===== config.mk =====
export PLATFORM = sky130hd
export DESIGN_NAME = bic_ctrl
export DESIGN_NICKNAME = d
export VERILOG_FILES = /design/src/rtl/bic_pkg.sv /design/src/rtl/bic_decode.sv /design/src/rtl/bic_mask_reg.sv /design/src/rtl/bic_fiq_route.sv /design/src/rtl/bic_readmux.sv /design/src/rtl/bic_ctrl.sv
export SDC_FILE = /design/constraint.sdc
export NUM_CORES = 1
export LEC_CHECK = 0
export BUFFER_PORTS_ARGS = -buffer_cell sky130_fd_sc_hd__buf_2
export CORE_MARGIN = 2
export CORE_UTILIZATION = 59
export DETAILED_ROUTE_END_ITERATION = 8
export PLACE_DENSITY = 0.89
export SLEW_MARGIN = 20
export SYNTH_ARGS = -nofsm -noshare
export SYNTH_HDL_FRONTEND = slang
export SYNTH_SLANG_ARGS = --single-unit

===== constraint.sdc =====
create_clock -name clk -period 5.21 [get_ports clk]
set_input_delay 0.521 -clock clk [delete_from_list [all_inputs] [get_ports clk]]
set_output_delay 0.521 -clock clk [all_outputs]
set_load 0.02 [all_outputs]

===== src/rtl/bic_pkg.sv =====
package bic_pkg;
  localparam int unsigned DATA_W   = 32;
  localparam int unsigned N_PERIPH = 64;
  localparam int unsigned N_LOCAL  = 8;
  localparam int unsigned SEL_W    = 7;
  localparam int unsigned N_COPY   = 11;
  localparam int unsigned N_WORDS  = N_PERIPH / DATA_W;

  typedef enum logic [3:0] {
    REG_SUMMARY = 4'd0,
    REG_PEND_LO = 4'd1,
    REG_PEND_HI = 4'd2,
    REG_FIQ     = 4'd3,
    REG_SET_LO  = 4'd4,
    REG_SET_HI  = 4'd5,
    REG_SET_LOC = 4'd6,
    REG_CLR_LO  = 4'd7,
    REG_CLR_HI  = 4'd8,
    REG_CLR_LOC = 4'd9,
    REG_NONE    = 4'd15
  } reg_sel_e;

  localparam int unsigned N_REGS = 10;

  typedef struct packed {
    logic             en;
    logic [SEL_W-1:0] sel;
  } fiq_cfg_t;

  // Peripheral source mirrored into summary bit (10 + k).
  function automatic int unsigned copy_src(int unsigned k);
    case (k)
      0:       return 7;
      1:       return 9;
      2:       return 10;
      3:       return 18;
      4:       return 19;
      5:       return 53;
      6:       return 54;
      7:       return 55;
      8:       return 56;
      9:       return 57;
      default: return 62;
    endcase
  endfunction
endpackage


===== src/rtl/bic_decode.sv =====
module bic_decode
  import bic_pkg::*;
#(
  parameter int unsigned ADDR_W = 9
) (
  input  logic [ADDR_W-1:0] addr_i,
  output reg_sel_e          sel_o
);
  localparam int unsigned WORD_W = ADDR_W - 2;

  logic [WORD_W-1:0] word;
  logic              aligned;

  assign word    = addr_i[ADDR_W-1:2];
  assign aligned = (addr_i[1:0] == 2'b00);

  always_comb begin
    sel_o = REG_NONE;
    if (aligned && (word < WORD_W'(N_REGS))) begin
      sel_o = reg_sel_e'(word[3:0]);
    end
  end
endmodule


===== src/rtl/bic_mask_reg.sv =====
module bic_mask_reg #(
  parameter int unsigned W = 32
) (
  input  logic         clk,
  input  logic         rst_n,
  input  logic [W-1:0] set_i,
  input  logic [W-1:0] clr_i,
  output logic [W-1:0] mask_o
);
  logic [W-1:0] mask_q;
  logic [W-1:0] mask_d;
  logic         upd;

  always_comb begin
    upd    = (|set_i) | (|clr_i);
    mask_d = (mask_q | set_i) & ~clr_i;
  end

  always_ff @(posedge clk or negedge rst_n) begin
    if (!rst_n) begin
      mask_q <= '0;
    end else if (upd) begin
      mask_q <= mask_d;
    end
  end

  assign mask_o = mask_q;

  // requested bits are set after the edge
  a_r2_set_bits: assert property (@(posedge clk) disable iff (!rst_n)
    ((|set_i) && !(|clr_i)) |=> ((mask_q & $past(set_i)) == $past(set_i)));

  // requested bits are cleared after the edge
  a_r3_clr_bits: assert property (@(posedge clk) disable iff (!rst_n)
    (|clr_i) |=> ((mask_q & $past(clr_i)) == '0));

  // no request, no change
  a_r11_hold: assert property (@(posedge clk) disable iff (!rst_n)
    (!(|set_i) && !(|clr_i)) |=> $stable(mask_q));
endmodule


===== src/rtl/bic_fiq_route.sv =====
module bic_fiq_route
  import bic_pkg::*;
(
  input  logic                clk,
  input  logic                rst_n,
  input  logic                wr_i,
  input  logic [SEL_W:0]      wdata_i,
  input  logic [N_PERIPH-1:0] periph_i,
  input  logic [N_LOCAL-1:0]  local_i,
  output fiq_cfg_t            cfg_o,
  output logic                fiq_o
);
  localparam int unsigned PER_IW = $clog2(N_PERIPH);
  localparam int unsigned LOC_IW = $clog2(N_LOCAL);
  localparam int unsigned LAST_SRC = N_PERIPH + N_LOCAL;

  fiq_cfg_t cfg_q;
  fiq_cfg_t cfg_d;

  always_comb begin
    cfg_d = wr_i ? fiq_cfg_t'(wdata_i) : cfg_q;
  end

  always_ff @(posedge clk or negedge rst_n) begin
    if (!rst_n) begin
      cfg_q <= '0;
    end else if (wr_i) begin
      cfg_q <= cfg_d;
    end
  end

  // Peripheral count is a multiple of the local count, so the local
  // offset is the low bits of the select.
  always_comb begin
    fiq_o = 1'b0;
    if (cfg_q.en) begin
      if (cfg_q.sel < SEL_W'(N_PERIPH)) begin
        fiq_o = periph_i[cfg_q.sel[PER_IW-1:0]];
      end else if (cfg_q.sel < SEL_W'(LAST_SRC)) begin
        fiq_o = local_i[cfg_q.sel[LOC_IW-1:0]];
      end
    end
  end

  assign cfg_o = cfg_q;

  // control word stored on write
  a_r7_store: assert property (@(posedge clk) disable iff (!rst_n)
    wr_i |=> (cfg_q == $past(wdata_i)));

  // disabled path is quiet
  a_r8_disabled_low: assert property (@(posedge clk) disable iff (!rst_n)
    !cfg_o.en |-> !fiq_o);

  // selects past the last source are quiet
  a_r8_out_of_range: assert property (@(posedge clk) disable iff (!rst_n)
    (cfg_o.sel >= SEL_W'(LAST_SRC)) |-> !fiq_o);
endmodule


===== src/rtl/bic_readmux.sv =====
module bic_readmux
  import bic_pkg::*;
(
  input  reg_sel_e            sel_i,
  input  logic [N_PERIPH-1:0] pmask_i,
  input  logic [N_LOCAL-1:0]  lmask_i,
  input  logic [N_PERIPH-1:0] periph_i,
  input  logic [N_LOCAL-1:0]  local_i,
  input  fiq_cfg_t            cfg_i,
  output logic [DATA_W-1:0]   summary_o,
  output logic [DATA_W-1:0]   rd_data_o
);
  localparam int unsigned ANY_LO_BIT = N_LOCAL;
  localparam int unsigned ANY_HI_BIT = N_LOCAL + 1;
  localparam int unsigned COPY_BASE  = N_LOCAL + 2;

  logic [N_PERIPH-1:0] ppend;
  logic [N_LOCAL-1:0]  lpend;
  logic [DATA_W-1:0]   lmask_ext;

  assign ppend     = periph_i & pmask_i;
  assign lpend     = local_i & lmask_i;
  assign lmask_ext = {{(DATA_W-N_LOCAL){1'b0}}, lmask_i};

  always_comb begin
    summary_o                 = '0;
    summary_o[N_LOCAL-1:0]    = lpend;
    summary_o[ANY_LO_BIT]     = |ppend[DATA_W-1:0];
    summary_o[ANY_HI_BIT]     = |ppend[N_PERIPH-1:DATA_W];
    for (int unsigned k = 0; k < N_COPY; k++) begin
      summary_o[COPY_BASE+k] = ppend[copy_src(k)];
    end
  end

  always_comb begin
    case (sel_i)
      REG_SUMMARY: rd_data_o = summary_o;
      REG_PEND_LO: rd_data_o = ppend[DATA_W-1:0];
      REG_PEND_HI: rd_data_o = ppend[N_PERIPH-1:DATA_W];
      REG_FIQ:     rd_data_o = {{(DATA_W-SEL_W-1){1'b0}}, cfg_i};
      REG_SET_LO:  rd_data_o = pmask_i[DATA_W-1:0];
      REG_SET_HI:  rd_data_o = pmask_i[N_PERIPH-1:DATA_W];
      REG_SET_LOC: rd_data_o = lmask_ext;
      REG_CLR_LO:  rd_data_o = ~pmask_i[DATA_W-1:0];
      REG_CLR_HI:  rd_data_o = ~pmask_i[N_PERIPH-1:DATA_W];
      REG_CLR_LOC: rd_data_o = ~lmask_ext;
      default:     rd_data_o = '0;
    endcase
  end
endmodule


===== src/rtl/bic_ctrl.sv =====
module bic_ctrl
  import bic_pkg::*;
#(
  parameter int unsigned ADDR_W = 9
) (
  input  logic                clk,
  input  logic                rst_n,
  input  logic [N_PERIPH-1:0] periph_lvl_i,
  input  logic [N_LOCAL-1:0]  local_lvl_i,
  input  logic [ADDR_W-1:0]   addr_i,
  input  logic                wr_en_i,
  input  logic [DATA_W-1:0]   wr_data_i,
  output logic [DATA_W-1:0]   rd_data_o,
  output logic                irq_o,
  output logic                fiq_o
);
  // Reset: asserted asynchronously, released on the clock
  logic [1:0] rst_sync_q;
  logic       rst_n_int;

  always_ff @(posedge clk or negedge rst_n) begin
    if (!rst_n) begin
      rst_sync_q <= 2'b00;
    end else begin
      rst_sync_q <= {rst_sync_q[0], 1'b1};
    end
  end
  assign rst_n_int = rst_sync_q[1];

  reg_sel_e            sel;
  logic [N_PERIPH-1:0] pmask;
  logic [N_LOCAL-1:0]  lmask;
  fiq_cfg_t            cfg;
  logic [DATA_W-1:0]   summary;

  bic_decode #(.ADDR_W(ADDR_W)) u_decode (
    .addr_i (addr_i),
    .sel_o  (sel)
  );

  // Peripheral enable banks, one per data word
  for (genvar w = 0; w < N_WORDS; w++) begin : g_pbank
    localparam reg_sel_e SET_ID = (w == 0) ? REG_SET_LO : REG_SET_HI;
    localparam reg_sel_e CLR_ID = (w == 0) ? REG_CLR_LO : REG_CLR_HI;
    logic [DATA_W-1:0] set_w;
    logic [DATA_W-1:0] clr_w;

    assign set_w = (wr_en_i && (sel == SET_ID)) ? wr_data_i : '0;
    assign clr_w = (wr_en_i && (sel == CLR_ID)) ? wr_data_i : '0;

    bic_mask_reg #(.W(DATA_W)) u_mask (
      .clk    (clk),
      .rst_n  (rst_n_int),
      .set_i  (set_w),
      .clr_i  (clr_w),
      .mask_o (pmask[w*DATA_W +: DATA_W])
    );
  end

  logic [N_LOCAL-1:0] lset;
  logic [N_LOCAL-1:0] lclr;

  assign lset = (wr_en_i && (sel == REG_SET_LOC)) ? wr_data_i[N_LOCAL-1:0] : '0;
  assign lclr = (wr_en_i && (sel == REG_CLR_LOC)) ? wr_data_i[N_LOCAL-1:0] : '0;

  bic_mask_reg #(.W(N_LOCAL)) u_lmask (
    .clk    (clk),
    .rst_n  (rst_n_int),
    .set_i  (lset),
    .clr_i  (lclr),
    .mask_o (lmask)
  );

  bic_fiq_route u_fiq (
    .clk      (clk),
    .rst_n    (rst_n_int),
    .wr_i     (wr_en_i && (sel == REG_FIQ)),
    .wdata_i  (wr_data_i[SEL_W:0]),
    .periph_i (periph_lvl_i),
    .local_i  (local_lvl_i),
    .cfg_o    (cfg),
    .fiq_o    (fiq_o)
  );

  bic_readmux u_rd (
    .sel_i     (sel),
    .pmask_i   (pmask),
    .lmask_i   (lmask),
    .periph_i  (periph_lvl_i),
    .local_i   (local_lvl_i),
    .cfg_i     (cfg),
    .summary_o (summary),
    .rd_data_o (rd_data_o)
  );

  assign irq_o = (|(periph_lvl_i & pmask)) | (|(local_lvl_i & lmask));

  // interrupt output agrees with the summary's pending flags
  a_r9_irq_summary: assert property (@(posedge clk) disable iff (!rst_n_int)
    irq_o == (|summary[N_LOCAL+1:0]));

  // writes that miss every writable register leave the masks alone
  a_r11_no_side_effect: assert property (@(posedge clk) disable iff (!rst_n_int)
    (wr_en_i && ((sel == REG_NONE) || (sel == REG_SUMMARY) ||
                 (sel == REG_PEND_LO) || (sel == REG_PEND_HI)))
    |=> ($stable(pmask) && $stable(lmask) && $stable(cfg)));
endmodule


# Word-level counts from Yosys, hierarchy flattened
# Index checks and enable logic that the tools add are counted.
# totals
register_bits	82
inputBits	116
output_inout_bits	34
elab_cells	73
# classes
n_lt_le_gt_ge	5
eq_ne	9
muxes	15
bitwise	18
reduce_logical	20
# ops
cell	n
32-bit case mux with 10 select lines	1
32-bit OR reduction	6
32-bit 2-to-1 mux	4
32-bit NOT	4
32-bit bitwise AND	2
64-bit bitwise AND	1
32-bit bitwise OR	2
64-bit OR reduction	1
8-bit NOT with 32-bit output	1
8-bit OR reduction	3
8-bit bitwise AND	2
4-bit by 3-bit equality test with 1-bit output (second input constant)	4
8-bit 2-to-1 mux	2
7-bit < comparator (second input constant)	2
4-bit by 2-bit equality test with 1-bit output (second input constant)	2
4-bit equality test (second input constant)	2
1-bit logical AND	8
8-bit NOT	1
8-bit bitwise OR	1
6-bit by 7-bit < comparator with 1-bit output (second input constant)	1
7-bit by 4-bit < comparator with 1-bit output (second input constant)	1
1-bit binary-select mux with 6-bit select	1
1-bit 2-to-1 mux	5
4-bit by 1-bit equality test with 1-bit output (second input constant)	1
other kinds (6)	9

# Longest topological paths before layout
# Gate-level depths: netlist of run 1.
# logic_depth
depth_word	8
depth_mapped	8

# By module
# From an unflattened synthesis of run 1, not the netlist that was laid out.
# hier_totals
hier_cells	844
hier_area_um2	7299.5
# by_module_without_submodules
mod	n_inst	cells_per_inst	area_each_um2
bic_readmux	1	409	2282.2
bic_mask_reg at g_pbank[0].u_mask ...	2	64	1121.1
bic_ctrl	1	217	1483.9
bic_fiq_route	1	66	948.4
bic_mask_reg at u_lmask	1	16	280.3
bic_decode	1	8	62.6

# Least setup slack after synthesis of run 1
# OpenSTA, ideal clock, no wires.
# synth_path
kind	input to output
start	in addr_i[6]
end	out rd_data_o[8]
t_arrival_ps	2585
setup_slack_ps	2104
stages	8
n_path_buf	3
cell_sequence	or4_1 -> buf_4 -> or3_1 -> or3_1 -> buf_4 -> buf_6 -> mux2_2 -> nand4_1
# synth_via
elab_chain_cells	5
elab_cells_between_ends	14
classes_between	1 x order compare; 9 x eq/ne; 2 x mux; 2 x reduce/logical
# synth_lines
item	line_no	source
from (decl)	bic_ctrl.sv:10	input logic [ADDR_W-1:0] addr_i,
7-bit by 4-bit < comparator with 1-bit output (*)	bic_decode.sv:19	if (aligned && (word < WORD_W'(N_REGS))) begin
1-bit logical AND (*)	bic_decode.sv:19	
4-bit 2-to-1 mux (*)	bic_decode.sv:19	
4-bit equality test, or another cell as far along	bic_readmux.sv:36	case (sel_i)
32-bit case mux with 10 select lines (*)	bic_readmux.sv:36	
to (decl)	bic_ctrl.sv:13	output logic [DATA_W-1:0] rd_data_o,
# Mark *: on every way between the ends. The rest lies on a longest branch, timed or not.

# Worst setup path in the final report of run 1
# Same ends and word-level chain as after synthesis.

==> results of run 1 <==
-- metal layers --
metal	track usage, %	up-vias	wire (um)
li1	-	3082	-
met4	22.10	2	1727
met5	0	-	19
met3	16.57	170	4316
met2	68.25	784	11070
met1	64.07	3482	9443
-- logic make-up after synthesis --
logic type             after synthesis  share of synthesized area, %
AOI/OAI and AO/OA                  324                         31.11
and+or+nand+nor                    207                         18.43
DFF                                 82                         33.88
buffers and inverters               66                         4.420
muxes                               62                         12.10
other                                1                       0.06191
-- power breakdown --
group | switching, uW | internal (uW) | total [uW]
combinational | 172 | 95.3 | 267
clock | 262 | 287 | 549
sequential | 28.6 | 653 | 682
-- cell usage in the layout (no fill, tap or decap), types with 3 or more instances in the layout --
cell and n:
nor4_1 8, mux4_2 8, nand4_1 14, nand3_1 19, dfrtp_1 81, a21o_1 3, inv_1 9, o22ai_1 13
and2_1 8, nor2b_1 6, buf_2 149, nor3_1 8, o31ai_1 3, mux2_2 10, a211oi_1 4, o2111ai_1 3
clkbuf_8 10, or3_1 23, nor4_2 4, nand2_1 40, or4_1 4, nor2_1 40, a31oi_1 6, buf_4 11
a21oi_1 210, a22o_1 6, nand3b_1 3, o21ai_0 13, nand2b_1 6, a211o_1 4, mux2i_1 44, a22oi_1 45
and3_1 7
-- synth_stat cells, types with 7 or more instances --
master    count
inv_1         9
mux2_2       10
mux4_2        8
a22oi_1      45
o21ai_0      13
o22ai_1      13
nand3_1      19
nor4_1       11
clkbuf_1     44
nand2_1      40
a21oi_1     210
dfrtp_1      82
and3_1        7
or3_1        23
and2_1        8
nand4_1      14
mux2i_1      44
nor3_1        9
nor2_1       42
-- per-stage QoR --
stage	hold slack, ns	total power (uW)	setup WS [ns]	util [%]	instance area [um^2]
floorplan	0.2254	808.9	2.104	-	6057
global placement	0.3057	939.3	1.357	69.67	6873
detailed placement	0.3093	945.1	1.298	69.67	6873
CTS	0.3468	1481	1.302	72.07	7109
global route	0.3556	1537	1.157	72.11	7113
finish	0.3566	1498	1.244	72.13	7116
-- registers in the layout, indices dropped and copies added (netlist names) --
name,cells
g_pbank.u_mask.mask_o,64
u_fiq.cfg_o,8
u_lmask.mask_o,8
rst_sync_q,2
-- area by class of cell --
type	count	area, um^2	share of cell area, %
antenna	1	2.502	0.03517
clock buffer	11	141.4	1.987
clock inverter	5	85.08	1.196
inverter	9	33.78	0.4748
multi-input combinational	594	3781	53.14
sequential	82	2056	28.89
tap	133	166.4	2.339
timing repair buffer	162	849.6	11.94
-- worst paths after layout --
check                                          endpoint  slack [ns]  depth (start not counted)
hold / removal             g_pbank[0].u_mask.mask_o[17]        0.36                          2
setup / recovery                           rd_data_o[8]        1.24                          7
max in group asynchronous   g_pbank[1].u_mask.mask_o[5]        4.23                          1
min in group asynchronous                 rst_sync_q[1]        0.46                          2
hold reg to reg                           rst_sync_q[1]        0.37                          0
setup reg to reg                         u_fiq.cfg_o[1]        3.80                          1
-- repair_timing --
action | in CTS | in global routing
hold endpoints to repair | 2 | 0
setup endpoints to repair | 0 | 0
hold buffers | 1 | 0
==> metrics.yaml, run 1 <==
sta:
  timing.fmax_mhz: 252.1
  rsz0062_at_grt: "no"
  period_minus_slack_ns: 3.966
  finalHoldViolCount: 0
  slew_headroom_pct: 24.51
  fin_skew_ns: 0.01381
  finalSetupTns_ns: 0
  fin_crit_sh_pct: 76.13
  drv_slew: 0
  tightest_slew_ns: 1.124
  setup_violations: 0
yosys:
  synth-warning-count: 0
  syn_inst: 742
  ys_seq_elements: 82
  yosysSeqAreaShare_pct: 33.88
  synth.avg_cell_area_um2: 8.163
  syn-cell-area_um2: 6057
  synth_top_cell_area_share_pct: 33.88
  synthFlopType: "dfrtp_1"
  synth_edf_count: 0
  synthArstFlopShare_pct: 100.0
  synth_area_leader_cell: "dfrtp_1"
  synth_cell_types: 58
  synth_area_leaders: "dfrtp_1 34%, a21oi_1 17%, mux2i_1 7.3%, a22oi_1 5.6%, mux4_2 3.0%"
  synthesis.nets: 858
critical_path:
  required_ns: 4.69
  crit_type: "in -> out"
  endpoint_kind: "output port"
  crit_family: "simple AND/OR/NAND/NOR gates"
  worstPathCellList: "buf_2, or4_1, or3_1, or3_1, mux2_2, nand4_1, buf_2"
  startpoint_type: "primary input"
  critPathLaunch: "addr_i[6]"
  cpPeakStageDelay_ns: 0.77
  critPathMaxFanout: 19
  critPathArrivalTime_ns: 3.45
  cp_slowest_cell: "or4_1"
  cp_num_buf_inv: 2
  r2r_start: "u_fiq.cfg_o[1]"
run_status:
  outcome: "complete, no violations"
floorplan:
  dieArea_um2: 11090
  io_pins: 150
  fp.dieH_um: 105.3
  core_um2: 9864
  placementRows: 36
  initial_core_util_pct: 61.40
  die_x_um: 105.3
hold_path:
  min_path_type: "in -> reg"
  hold_start: "wr_data_i[17]"
placed_design:
  gp_congestion: 1.053
  dp.cells: 979
  portBuffers: 149
  dp_hpwl_um: 19630
global_routing:
  grt_max_degree: 81
  groute.usage.overall_pct: 47.50
  antenna_found_initial: 1
  grt-ovfl-total: 0
  first_global_vias: 6828
  grt_pass1_wl_um: 39650
route:
  ant_nets: 0
  vias_per_cell: 7.543
  avgRoutedWirePerCell_um: 26.66
  vias: 7520
  drt_pass1_iterations: 8
  drt-initial-drc-count: 1317
  drc_errors: 0
  drt-total-wl_um: 26580
power:
  vdd_drop_max_mv: 0.2608
  powerDensity_nw_per_um2: 210.6
  power.leakage_uw: 0.003223
clock_network:
  cts_buffer_depth: 2
  clock_latency_ns: 0.39
  cts_resized: 0
  h-tree-depth: 3
  post-cts-setup-buffers: 0
  cts_buffers: 9
  clkSlewWorstSetupHoldPaths_ns: 0.09
  cts.sinks: 82
  root_buffer: "clkbuf_8"
  tritoncts: "yes"
final_layout:
  finalNonFillerCells: 997
  drive_gt1_share_pct: 24.33
  layout.nets: 974
  synthToLayoutAreaGrowth_pct: 17.48
  fill_cells: 801
job:
  cap_violations: 0
No activity file was read; power rests on OpenSTA's default activity.
==> run 2, diff against run 1 <==
--- a/config.mk
+++ b/config.mk
@@ -7,9 +7,9 @@
 export LEC_CHECK = 0
 export BUFFER_PORTS_ARGS = -buffer_cell sky130_fd_sc_hd__buf_2
 export CORE_MARGIN = 2
-export CORE_UTILIZATION = 59
+export CORE_UTILIZATION = 49
 export DETAILED_ROUTE_END_ITERATION = 8
-export PLACE_DENSITY = 0.89
+export PLACE_DENSITY = 0.79
 export SLEW_MARGIN = 20
 export SYNTH_ARGS = -nofsm -noshare
 export SYNTH_HDL_FRONTEND = slang
==> constraint.sdc (replaced) <==
create_clock -name clk -period 3.2 [get_ports clk]
set_input_delay 0.32 -clock clk [delete_from_list [all_inputs] [get_ports clk]]
set_output_delay 0.32 -clock clk [all_outputs]
set_load 0.02 [all_outputs]
==> run 2 against run 1 <==
Critical path type unchanged. Critical path depth increased by 1. Final cell count increased by 5.1%. Worst hold slack worse by 0.17 ns. Clock-buffer cell count shrank 1.
==> metrics.yaml, run 2 (synthesis results as in run 1) <==
global_routing:
  grt_max_degree: 81
  antenna_found_initial: 0
  groute.usage.overall_pct: 39.94
  grt_pass1_wl_um: 39470
  first_global_vias: 6713
  grt-ovfl-total: 0
clock_network:
  cts_buffer_depth: 2
  cts.sinks: 82
  clock_latency_ns: 0.35
  clkSlewWorstSetupHoldPaths_ns: 0.06
  root_buffer: "clkbuf_16"
  tritoncts: "yes"
  post-cts-setup-buffers: 0
  cts_buffers: 9
  hold_buffers: 1
  cts_resized: 0
  h-tree-depth: 3
sta:
  rsz0062_at_grt: "no"
  finalHoldViolCount: 0
  timing.fmax_mhz: 334.8
  period_minus_slack_ns: 2.987
  fin_skew_ns: 0.005848
  tightest_slew_ns: 0.7009
  setup_violations: 0
  drv_slew: 0
  slew_headroom_pct: 52.85
  fin_crit_sh_pct: 93.35
  finalSetupTns_ns: 0
final_layout:
  layout_commonest_cell: "a21oi_1"
  synthToLayoutAreaGrowth_pct: 22.47
  drive_gt1_share_pct: 25.80
  layout.nets: 991
  antennaDiodeCount: 0
  layout_common_cells: "210 x a21oi_1, 149 x buf_2, 81 x dfrtp_1, 45 x a22oi_1, 44 x mux2i_1"
  largest_reg_flops: 64
  finalNonFillerCells: 1048
route:
  drc_errors: 0
  ant_nets: 0
  vias: 7184
  drt_pass1_iterations: 6
  drt-total-wl_um: 26310
  vias_per_cell: 6.855
  avgRoutedWirePerCell_um: 25.11
  drt-initial-drc-count: 1096
critical_path:
  cp_slowest_cell: "or3_1"
  crit_top_cell: "or3_1"
  endpoint_kind: "output port"
  r2r_start: "u_fiq.cfg_o[1]"
  critPathArrivalTime_ns: 2.67
  cp_num_buf_inv: 3
  worstPathCellList: "buf_2, or4_1, or3_1, or3_1, buf_4, mux2i_1, or3_1, buf_2"
  cpPeakStageDelay_ns: 0.64
  required_ns: 2.88
  critPathLaunch: "addr_i[6]"
  crit_family: "simple AND/OR/NAND/NOR gates"
  critPathMaxFanout: 11
  crit_type: "in -> out"
  reg2reg_slack_ns: 2.09
  startpoint_type: "primary input"
floorplan:
  placementRows: 40
  fp.dieH_um: 115.2
  io_pins: 150
  die_x_um: 115.2
  core_um2: 12060
  initial_core_util_pct: 50.22
  dieArea_um2: 13270
placed_design:
  gp_congestion: 0.9997
  dp.cells: 1030
  dp_hpwl_um: 19410
  portBuffers: 149
hold_path:
  min_path_type: "in -> reg"
  hold_start: "wr_data_i[17]"
power:
  powerDensity_nw_per_um2: 374.6
  vdd_drop_max_mv: 0.2657
  power.leakage_uw: 0.003367
run_status:
  outcome: "complete, no violations"
job:
  cap_violations: 0
run 2: cell count changes in the layout (fill, tap and decap cells not counted), sizes merged:
| cell | before | now |
|---|---|---|
| bufinv | 2 | 3 |
| clkinv | 0 | 1 |
| inv | 11 | 10 |
| diode | 1 | 0 |
| clkbuf | 11 | 10 |
| buf | 161 | 178 |
run 2: metrics by stage:
stage | instance area, um^2 | power, uW | setup WS (ns) | util, % | hold WS, ns
after floorplan | 6057 | 1317 | 0.4962 | - | 0.02441
after global placement | 7037 | 1542 | 0.2861 | 58.34 | 0.1046
after detailed placement | 7037 | 1544 | 0.2719 | 58.34 | 0.1058
after CTS | 7391 | 2757 | 0.2605 | 61.28 | 0.1876
after global routing | 7418 | 2852 | 0.09467 | 61.50 | 0.2079
final | 7418 | 2779 | 0.2128 | 61.50 | 0.1905
run 2: final cells by class:
class | count | area, um^2
Clock buffer | 10 | 229.0
Clock inverter | 6 | 115.1
Fill cell | 1123 | 4643
Inverter | 9 | 33.78
Multi-Input combinational cell | 594 | 3781
Sequential cell | 82 | 2056
Tap cell | 168 | 210.2
Timing Repair Buffer | 179 | 993.5
run 2: per-layer routing:
| layer | routed length, um | vias up | global-route usage (%) |
|---|---|---|---|
| met1 | 10250 | 3373 | 55.44 |
| li1 | - | 3112 | - |
| met2 | 11350 | 595 | 59.33 |
| met4 | 1143 | 0 | 16.31 |
| met3 | 3565 | 104 | 10.70 |
| met5 | 0 | - | 0 |
run 2: where the power goes:
group	internal (uW)	switching (uW)	leakage, uW
Sequential	1060	47.4	0.00113
Combinational	163	276	0.00208
Clock	767	461	0.000163
run 2: worst paths after layout:
path                                                      to  depth (start not counted)
worst min register to register             u_lmask.mask_o[1]                          0
worst max register to register                u_fiq.cfg_o[1]                          2
max in group asynchronous       g_pbank[1].u_mask.mask_o[17]                          1
worst min-delay path            g_pbank[0].u_mask.mask_o[17]                          2
worst max-delay path                           rd_data_o[29]                          8
min in group asynchronous                  u_lmask.mask_o[1]                          0
